<file path="config.mk">
export PLATFORM = sky130hd
export DESIGN_NAME = sram_bus_monitor
export DESIGN_NICKNAME = d
export VERILOG_FILES = /design/src/rtl/sram_mon_pkg.sv /design/src/rtl/sram_mon_span.sv /design/src/rtl/sram_mon_ctrl.sv /design/src/rtl/sram_mon_datapath.sv /design/src/rtl/sram_bus_monitor.sv
export SDC_FILE = /design/constraint.sdc
export NUM_CORES = 1
export LEC_CHECK = 0
export BUFFER_PORTS_ARGS = -buffer_cell sky130_fd_sc_hd__buf_2
export CORE_UTILIZATION = 55
export CTS_BUF_LIST = sky130_fd_sc_hd__clkbuf_8
export DETAILED_ROUTE_END_ITERATION = 10
export PLACE_DENSITY = 0.88
export SLEW_MARGIN = 0
export SYNTH_ARGS = -nofsm -noshare
export SYNTH_HDL_FRONTEND = slang
export SYNTH_SLANG_ARGS = --single-unit
export TNS_END_PERCENT = 5
</file>
<file path="constraint.sdc">
create_clock -name clk -period 1.6 [get_ports clk]
set_clock_uncertainty 0.1 [all_clocks]
set_input_delay 0.32 -clock clk [delete_from_list [all_inputs] [get_ports clk]]
set_output_delay 0.32 -clock clk [all_outputs]
set_load 0.05 [all_outputs]
</file>
<file path="src/rtl/sram_mon_pkg.sv">
package sram_mon_pkg;

  localparam int RULE_ADDR_HOLD   = 0;
  localparam int RULE_WRITE_PULSE = 1;
  localparam int RULE_WRITE_CYCLE = 2;
  localparam int RULE_DATA_SETUP  = 3;
  localparam int RULE_CONTENTION  = 4;
  localparam int RULE_RECOVERY    = 5;
  localparam int NUM_RULES        = 6;

  // Strobes passed from the control module to the datapath each sample.
  typedef struct packed {
    logic winOpen;    // chip enable and write enable both low
    logic winStart;   // write window opened in this sample
    logic winEnd;     // write window closed in this sample
    logic addrMoved;  // address differs from the previous sample
    logic weHeld;     // write enable low in this and the previous sample
    logic memDrives;  // memory is presenting read data
    logic ctlDrives;  // controller drives the data bus
  } monStrobes_t;

endpackage

</file>
<file path="src/rtl/sram_mon_span.sv">
// Saturating sample counter with a below-limit flag.
module sram_mon_span #(
  parameter int MAX_COUNT = 4
) (
  input  logic clk,
  input  logic rst_n,
  input  logic seed,   // restart counting at one
  input  logic drop,   // return to zero
  input  logic step,   // advance by one, saturating at MAX_COUNT
  output logic below   // count is under MAX_COUNT
);

  localparam int CW = $clog2(MAX_COUNT + 2);
  localparam logic [CW-1:0] LIMIT = CW'(MAX_COUNT);

  logic [CW-1:0] count;

  always_ff @(posedge clk or negedge rst_n) begin
    if (!rst_n) begin
      count <= '0;
    end else if (seed) begin
      count <= CW'(1);
    end else if (drop) begin
      count <= '0;
    end else if (step && (count < LIMIT)) begin
      count <= count + 1'b1;
    end
  end

  assign below = (count < LIMIT);

endmodule

</file>
<file path="src/rtl/sram_mon_ctrl.sv">
// Edge and state decode of the sampled bus pins.
module sram_mon_ctrl
  import sram_mon_pkg::*;
#(
  parameter int ADDR_W = 18
) (
  input  logic              clk,
  input  logic              rst_n,
  input  logic [ADDR_W-1:0] addr,
  input  logic              ceN,
  input  logic              weN,
  input  logic              oeN,
  input  logic              lbN,
  input  logic              ubN,
  input  logic              busDrive,
  output monStrobes_t       strobes
);

  logic [ADDR_W-1:0] prevAddr;
  logic              prevWin;
  logic              prevWeN;
  logic              primed;
  logic              winNow;

  assign winNow = ~ceN & ~weN;

  always_ff @(posedge clk or negedge rst_n) begin
    if (!rst_n) begin
      prevAddr <= '0;
      prevWin  <= 1'b0;
      prevWeN  <= 1'b1;
      primed   <= 1'b0;
    end else begin
      prevAddr <= addr;
      prevWin  <= winNow;
      prevWeN  <= weN;
      primed   <= 1'b1;
    end
  end

  always_comb begin
    strobes.winOpen   = winNow;
    strobes.winStart  = winNow & ~prevWin;
    strobes.winEnd    = ~winNow & prevWin;
    strobes.addrMoved = primed & (addr != prevAddr);
    strobes.weHeld    = ~weN & ~prevWeN;
    strobes.memDrives = ~ceN & ~oeN & weN & (~lbN | ~ubN);
    strobes.ctlDrives = busDrive;
  end

endmodule

</file>
<file path="src/rtl/sram_mon_datapath.sv">
// Interval measurement, rule evaluation and fault registers.
module sram_mon_datapath
  import sram_mon_pkg::*;
#(
  parameter int MIN_WC = 6,
  parameter int MIN_WP = 3,
  parameter int MIN_DW = 3,
  parameter int MIN_WR = 1
) (
  input  logic                 clk,
  input  logic                 rst_n,
  input  logic                 clearErr,
  input  monStrobes_t          strobes,
  output logic [NUM_RULES-1:0] errSticky,
  output logic [NUM_RULES-1:0] errPulse
);

  localparam logic CHECK_REC = (MIN_WR > 0);

  logic wpShort, wcShort, dwShort, recShort;
  logic seenStart, seenEnd;
  logic [NUM_RULES-1:0] viol;

  // Samples the current write window has been open.
  sram_mon_span #(.MAX_COUNT(MIN_WP)) u_wpSpan (
    .clk(clk), .rst_n(rst_n),
    .seed(strobes.winStart), .drop(1'b0), .step(strobes.winOpen),
    .below(wpShort)
  );

  // Samples since the last window opened.
  sram_mon_span #(.MAX_COUNT(MIN_WC)) u_wcSpan (
    .clk(clk), .rst_n(rst_n),
    .seed(strobes.winStart), .drop(1'b0), .step(1'b1),
    .below(wcShort)
  );

  // Consecutive samples with the controller driving data.
  sram_mon_span #(.MAX_COUNT(MIN_DW)) u_dwSpan (
    .clk(clk), .rst_n(rst_n),
    .seed(1'b0), .drop(~strobes.ctlDrives), .step(strobes.ctlDrives),
    .below(dwShort)
  );

  // Samples since the last window closed.
  sram_mon_span #(.MAX_COUNT(MIN_WR)) u_recSpan (
    .clk(clk), .rst_n(rst_n),
    .seed(strobes.winEnd), .drop(1'b0), .step(1'b1),
    .below(recShort)
  );

  always_ff @(posedge clk or negedge rst_n) begin
    if (!rst_n) begin
      seenStart <= 1'b0;
      seenEnd   <= 1'b0;
    end else begin
      seenStart <= seenStart | strobes.winStart;
      seenEnd   <= seenEnd | strobes.winEnd;
    end
  end

  always_comb begin
    viol = '0;
    viol[RULE_ADDR_HOLD]   = strobes.weHeld & strobes.addrMoved;
    viol[RULE_WRITE_PULSE] = strobes.winEnd & wpShort;
    viol[RULE_WRITE_CYCLE] = strobes.winStart & seenStart & wcShort;
    viol[RULE_DATA_SETUP]  = strobes.winEnd & dwShort;
    viol[RULE_CONTENTION]  = strobes.memDrives & strobes.ctlDrives;
    viol[RULE_RECOVERY]    = strobes.addrMoved &
                             ((strobes.winEnd & CHECK_REC) | (seenEnd & recShort));
  end

  for (genvar r = 0; r < NUM_RULES; r++) begin : g_rule
    always_ff @(posedge clk or negedge rst_n) begin
      if (!rst_n) begin
        errPulse[r]  <= 1'b0;
        errSticky[r] <= 1'b0;
      end else begin
        errPulse[r]  <= viol[r];
        errSticky[r] <= (errSticky[r] & ~clearErr) | viol[r];
      end
    end
  end

endmodule

</file>
<file path="src/rtl/sram_bus_monitor.sv">
module sram_bus_monitor
  import sram_mon_pkg::*;
#(
  parameter int ADDR_W = 18,
  parameter int MIN_WC = 6,
  parameter int MIN_WP = 3,
  parameter int MIN_DW = 3,
  parameter int MIN_WR = 1
) (
  input  logic                 clk,
  input  logic                 rst_n,
  input  logic                 clearErr,
  input  logic [ADDR_W-1:0]    addr,
  input  logic                 ceN,
  input  logic                 weN,
  input  logic                 oeN,
  input  logic                 lbN,
  input  logic                 ubN,
  input  logic                 busDrive,
  output logic [NUM_RULES-1:0] errSticky,
  output logic [NUM_RULES-1:0] errPulse
);

  monStrobes_t strobes;

  sram_mon_ctrl #(.ADDR_W(ADDR_W)) u_ctrl (
    .clk(clk), .rst_n(rst_n), .addr(addr),
    .ceN(ceN), .weN(weN), .oeN(oeN), .lbN(lbN), .ubN(ubN),
    .busDrive(busDrive), .strobes(strobes)
  );

  sram_mon_datapath #(
    .MIN_WC(MIN_WC), .MIN_WP(MIN_WP), .MIN_DW(MIN_DW), .MIN_WR(MIN_WR)
  ) u_datapath (
    .clk(clk), .rst_n(rst_n), .clearErr(clearErr), .strobes(strobes),
    .errSticky(errSticky), .errPulse(errPulse)
  );

endmodule

</file>
==> flow_results.org <==
** Run status
- Run status :: completed

** Die
- Core ar. :: 3050 µm²
- Measured along the y axis, the die boundary spans 58.6 µm.
- The floorplan step defined a die boundary enclosing around 3400 µm².
- Starting utilization of the core area :: 0.577
- The floorplan has 20 rows.
- Width of the die :: approximately 59 µm
- For this design the top-level I/O count stands at 39.

** Finish
- Final core area utilization :: 0.694
- Of the cells placed in the final design, the portion with a size suffix greater than 1 is 0.281.
- Layout overhead on the synthesized area :: 20.2%
- The layout has 229 filler cells.
- Once layout is complete, the cells apart from fillers number approximately 230.
- Final net count :: ~220
- The multi-input combinational cells in the finished layout cover a total of just under 600 µm².
- Across the whole layout, storage elements account for 1150 µm².
- Ant. Diodes :: 0

** Worst setup path
- Required time of the critical path :: roughly 1.7 ns
- Critical path buffers and inverters :: 0
- The worst setup path is launched from a register.
- Maximum net fanout on the critical path :: 4
- For this run, the slowest stage of the critical path takes 0.38 ns.
- Worst setup path class :: register to register
- Crit path cell chain :: xor2_1 > nor4_2 > nand3_1 > nor4_4 > o2bb2ai_1
- The slowest stage of the critical path belongs to the cell sky130_fd_sc_hd__dfrtp_1.
- Worst Path Arrival :: around 1.7 ns
- Setup crit end kind :: register
- Grouping stages by cell kind, the critical path spends the most delay in simple AND/OR/NAND/NOR gates.

** Global route
- The number of antenna violations at the first check in global routing was 0.
- Via count of the first global-routing pass :: between 1,000 and 1,500
- Entering global routing, the biggest net connects 30 pins.
- Total grt overflow :: 0
- The first global-routing pass estimated approximately 5500 µm of wire.
- In the global route stage, overall resource usage came out at 0.222.

** Yosys
- After synthesis the cells add up to 1760 µm².
- In the synthesized netlist the async set-or-reset flop fraction comes to 1.00.
- In this run, synthesis produced a sequential element count of 46.
- Compound-cell area share of the yosys netlist :: 0.0710
- Of the total synthesized cell area, the portion taken by AND, OR, NAND and NOR gates is 0.120.
- Ranked by instance count, the synthesized netlist is headed by sky130_fd_sc_hd__dfrtp_1, sky130_fd_sc_hd__nand2_1, sky130_fd_sc_hd__xor2_1.
- Of the synthesized area, sequential elements account for 0.654.
- Post-synthesis xor/xnor area fraction :: 0.104
- Dominant combinational cell family by area after synthesis :: simple AND/OR/NAND/NOR gates
- Distinct cells, synth :: 34
- Instance count of the mapped netlist :: 139
- Synthesis produced a netlist with a net count of 170.
- The share of synthesized area in the top cell type comes to 0.639.
- By instance count, the leading cell after synthesis is sky130_fd_sc_hd__dfrtp_1.
- Area contributors post-synth :: sky130_fd_sc_hd__dfrtp_1, sky130_fd_sc_hd__xor2_1, sky130_fd_sc_hd__nand2_1, sky130_fd_sc_hd__xnor2_1, sky130_fd_sc_hd__ha_1
- Each instance of the synthesized netlist takes up on average approximately 13 µm².
- Of the total synthesized cell area, the portion taken by full adders, half adders and majority gates is 0.0284.
- Summed over all instances, the cell type with the most area after synthesis is sky130_fd_sc_hd__dfrtp_1.
- Measured against the total synthesized area, the mux share comes to 0.00568.
- Number of enable-type register cells in the synthesized netlist :: 0
- Yosys warning count :: 0
- For this run, the leading register cell type out of synthesis is sky130_fd_sc_hd__dfrtp_1.

** Clock tree
- TritonCTS built the clock tree.
- TritonCTS created 5 clock buffers.
- Root cell of the clock tree :: sky130_fd_sc_hd__clkbuf_8
- Clock latency reported for the late side of the worst-skew pair :: 0.30 ns
- The clock net in this run drives a total of 46 sinks.
- The clock passes through at most 2 buffers.
- Clock slew at reported path FFs :: roughly 0.080 ns
- H-tree Lvls :: 2

** Drt
- Detail Route Antenna Nets :: 0
- In this run, the number of DRC markers left after iteration 0 of detailed routing was 58.
- Number of vias in the routed layout :: 1,172
- In the routed design, unresolved DRC markers number 0.
- After detailed routing, the average wire length per cell comes to roughly 14 µm.
- Via density :: approximately 5.1
- Wires add up to roughly 3300 µm.
- Count of TritonRoute iterations in the first routing pass :: 4

** Placement
- Number of port buffers :: 38
- Timing analysis after detailed placement gives a worst setup slack of -0.144 ns.
- Once placement completed, the tool counted placed cells totaling ~220.
- Routability congestion estimate :: roughly 0.75
- The HPWL after detailed placement is between 2000 and 3000 µm.

** Pwr
- VDD sags by at most approximately 0.60 mV.
- Power consumption :: approximately 2.6 mW
- For this design the ratio of total power to cell area is 1250 nW/µm².
- For this design the static power due to leakage is about 1.0 nW.

** Timing
- Setup-violating endpoint count in the final report :: 0
- Slew Viols, Final :: 0
- Dividing the final minimum period by the clock period gives 0.993.
- Worst setup slack after layout :: 0.0108 ns
- Unrepaired setup endpoints after global routing :: true
- Final number of hold-violating endpoints :: 0
- Static timing analysis puts the maximum clock frequency at 629 MHz.
- Minimum period implied by the final worst setup slack :: between 1.5 and 2 ns

** Hold path
- Hold/Removal Path Class :: input pin to register

** Flow run
- Across the run, the number of max-cap violations was 0.
## per-stage QoR
step	instance area (µm²)	hold slack [ns]	setup TNS, ns
2_1_floorplan	1760	-0.0756	0
3_3_place_gp	2020	0.170	-0.203
5_1_grt	2120	0.0350	-0.261
3_5_place_dp	2020	0.179	-0.503
4_1_cts	2120	0.0384	-0.0862
6_report	2120	0.0473	0
## final cells by class
cell class,count,share of cell area
repair buffers,40,0.104
inverters,6,0.0106
clock inverters,2,0.00473
flip-flops and latches,46,0.544
well taps,44,0.0260
clock buffers,5,0.0325
multi-input cells,86,0.278
## sequential cells by signal, indices dropped and copies added, names as in the netlist
name,cells
u_datapath.errPulse,6
u_datapath.u_wpSpan.count,3
u_datapath.u_dwSpan.count,3
u_ctrl.prevWeN,1
u_ctrl.prevWin,1
u_ctrl.prevAddr,18
u_datapath.errSticky,6
u_datapath.seenEnd,1
u_datapath.seenStart,1
u_datapath.u_wcSpan.count,3
u_datapath.u_recSpan.count,2
u_ctrl.primed,1
## where the power goes
part           internal [mW]  leakage [nW]  switching, mW
logic                  0.211         0.447          0.345
registers               1.31         0.556          0.130
clock network          0.293        0.0438          0.357
total                   1.82          1.05          0.831
## worst reg2reg max path, stage by stage, from the launching register on
cell	delay, ns
sky130_fd_sc_hd__dfrtp_1	0.38
sky130_fd_sc_hd__xor2_1	0.15
sky130_fd_sc_hd__nor4_2	0.32
sky130_fd_sc_hd__nand3_1	0.16
sky130_fd_sc_hd__nor4_4	0.23
sky130_fd_sc_hd__o2bb2ai_1	0.12
## metal layers
metal,global-route usage,vias to the layer above,share of wire
met5,0,-,0
met4,0.0816,0,0.019
met3,0.0747,9,0.058
met2,0.409,36,0.54
met1,0.236,578,0.38
li1,-,549,-
## cells in the final DEF (no fill, tap or decap), types with 2 or more instances in the layout
| cell | Yosys | layout |
|---|---|---|
| sky130_fd_sc_hd__o21ai_0 | 4 | 4 |
| sky130_fd_sc_hd__or2_1 | 2 | 2 |
| sky130_fd_sc_hd__nor2_1 | 8 | 8 |
| sky130_fd_sc_hd__dfrtp_1 | 45 | 45 |
| sky130_fd_sc_hd__nor4_1 | 3 | 2 |
| sky130_fd_sc_hd__a21o_1 | 4 | 4 |
| sky130_fd_sc_hd__clkinv_2 | 0 | 2 |
| sky130_fd_sc_hd__clkbuf_8 | 0 | 5 |
| sky130_fd_sc_hd__nor3b_1 | 2 | 2 |
| sky130_fd_sc_hd__a21oi_1 | 4 | 4 |
| sky130_fd_sc_hd__o2bb2ai_1 | 2 | 2 |
| sky130_fd_sc_hd__nand2_1 | 17 | 17 |
| sky130_fd_sc_hd__ha_1 | 4 | 4 |
| sky130_fd_sc_hd__inv_1 | 5 | 5 |
| sky130_fd_sc_hd__xnor2_1 | 6 | 6 |
| sky130_fd_sc_hd__buf_2 | 1 | 38 |
| sky130_fd_sc_hd__xor2_1 | 13 | 13 |
## final timing paths
check,to,slack [ns],from,cells after the start
max in group asynchronous,u_datapath.errPulse[2]$_DFF_PN0_,0.49,rst_n,3
worst max-delay path,u_datapath.errSticky[5]$_DFF_PN0_,0.01,u_ctrl.prevAddr[3]$_DFF_PN0_,5
worst min-delay path,u_ctrl.prevWeN$_DFF_PN1_,0.05,weN,1
min in group asynchronous,u_datapath.errPulse[3]$_DFF_PN0_,0.42,rst_n,2
worst max register to register,u_datapath.errSticky[5]$_DFF_PN0_,0.01,u_ctrl.prevAddr[3]$_DFF_PN0_,5
worst min register to register,u_datapath.seenStart$_DFF_PN0_,0.37,u_datapath.seenStart$_DFF_PN0_,1
## cell families (layout without fill, tap and decap cells)
family / after synthesis / after routing
buffers and inverters: 7 / 53
AOI/OAI and AO/OA: 19 / 19
muxes: 1 / 1
and+or+nand+nor: 41 / 41
adders and majority gates: 4 / 4
other: 1 / 1
DFF: 46 / 46
xor gates and xnor gates: 20 / 20
## what timing repair did
| action | in CTS | in global routing |
|---|---|---|
| hold buffers | 1 | 0 |
| setup buffers | 0 | 0 |
| hold endpoints to repair | 16 | 0 |
| resized for setup | 1 | 0 |
| pin swaps | 1 | 0 |
| endpoints found under the setup margin | 4 | 4 |
No activity file was read; power rests on OpenSTA's default activity.
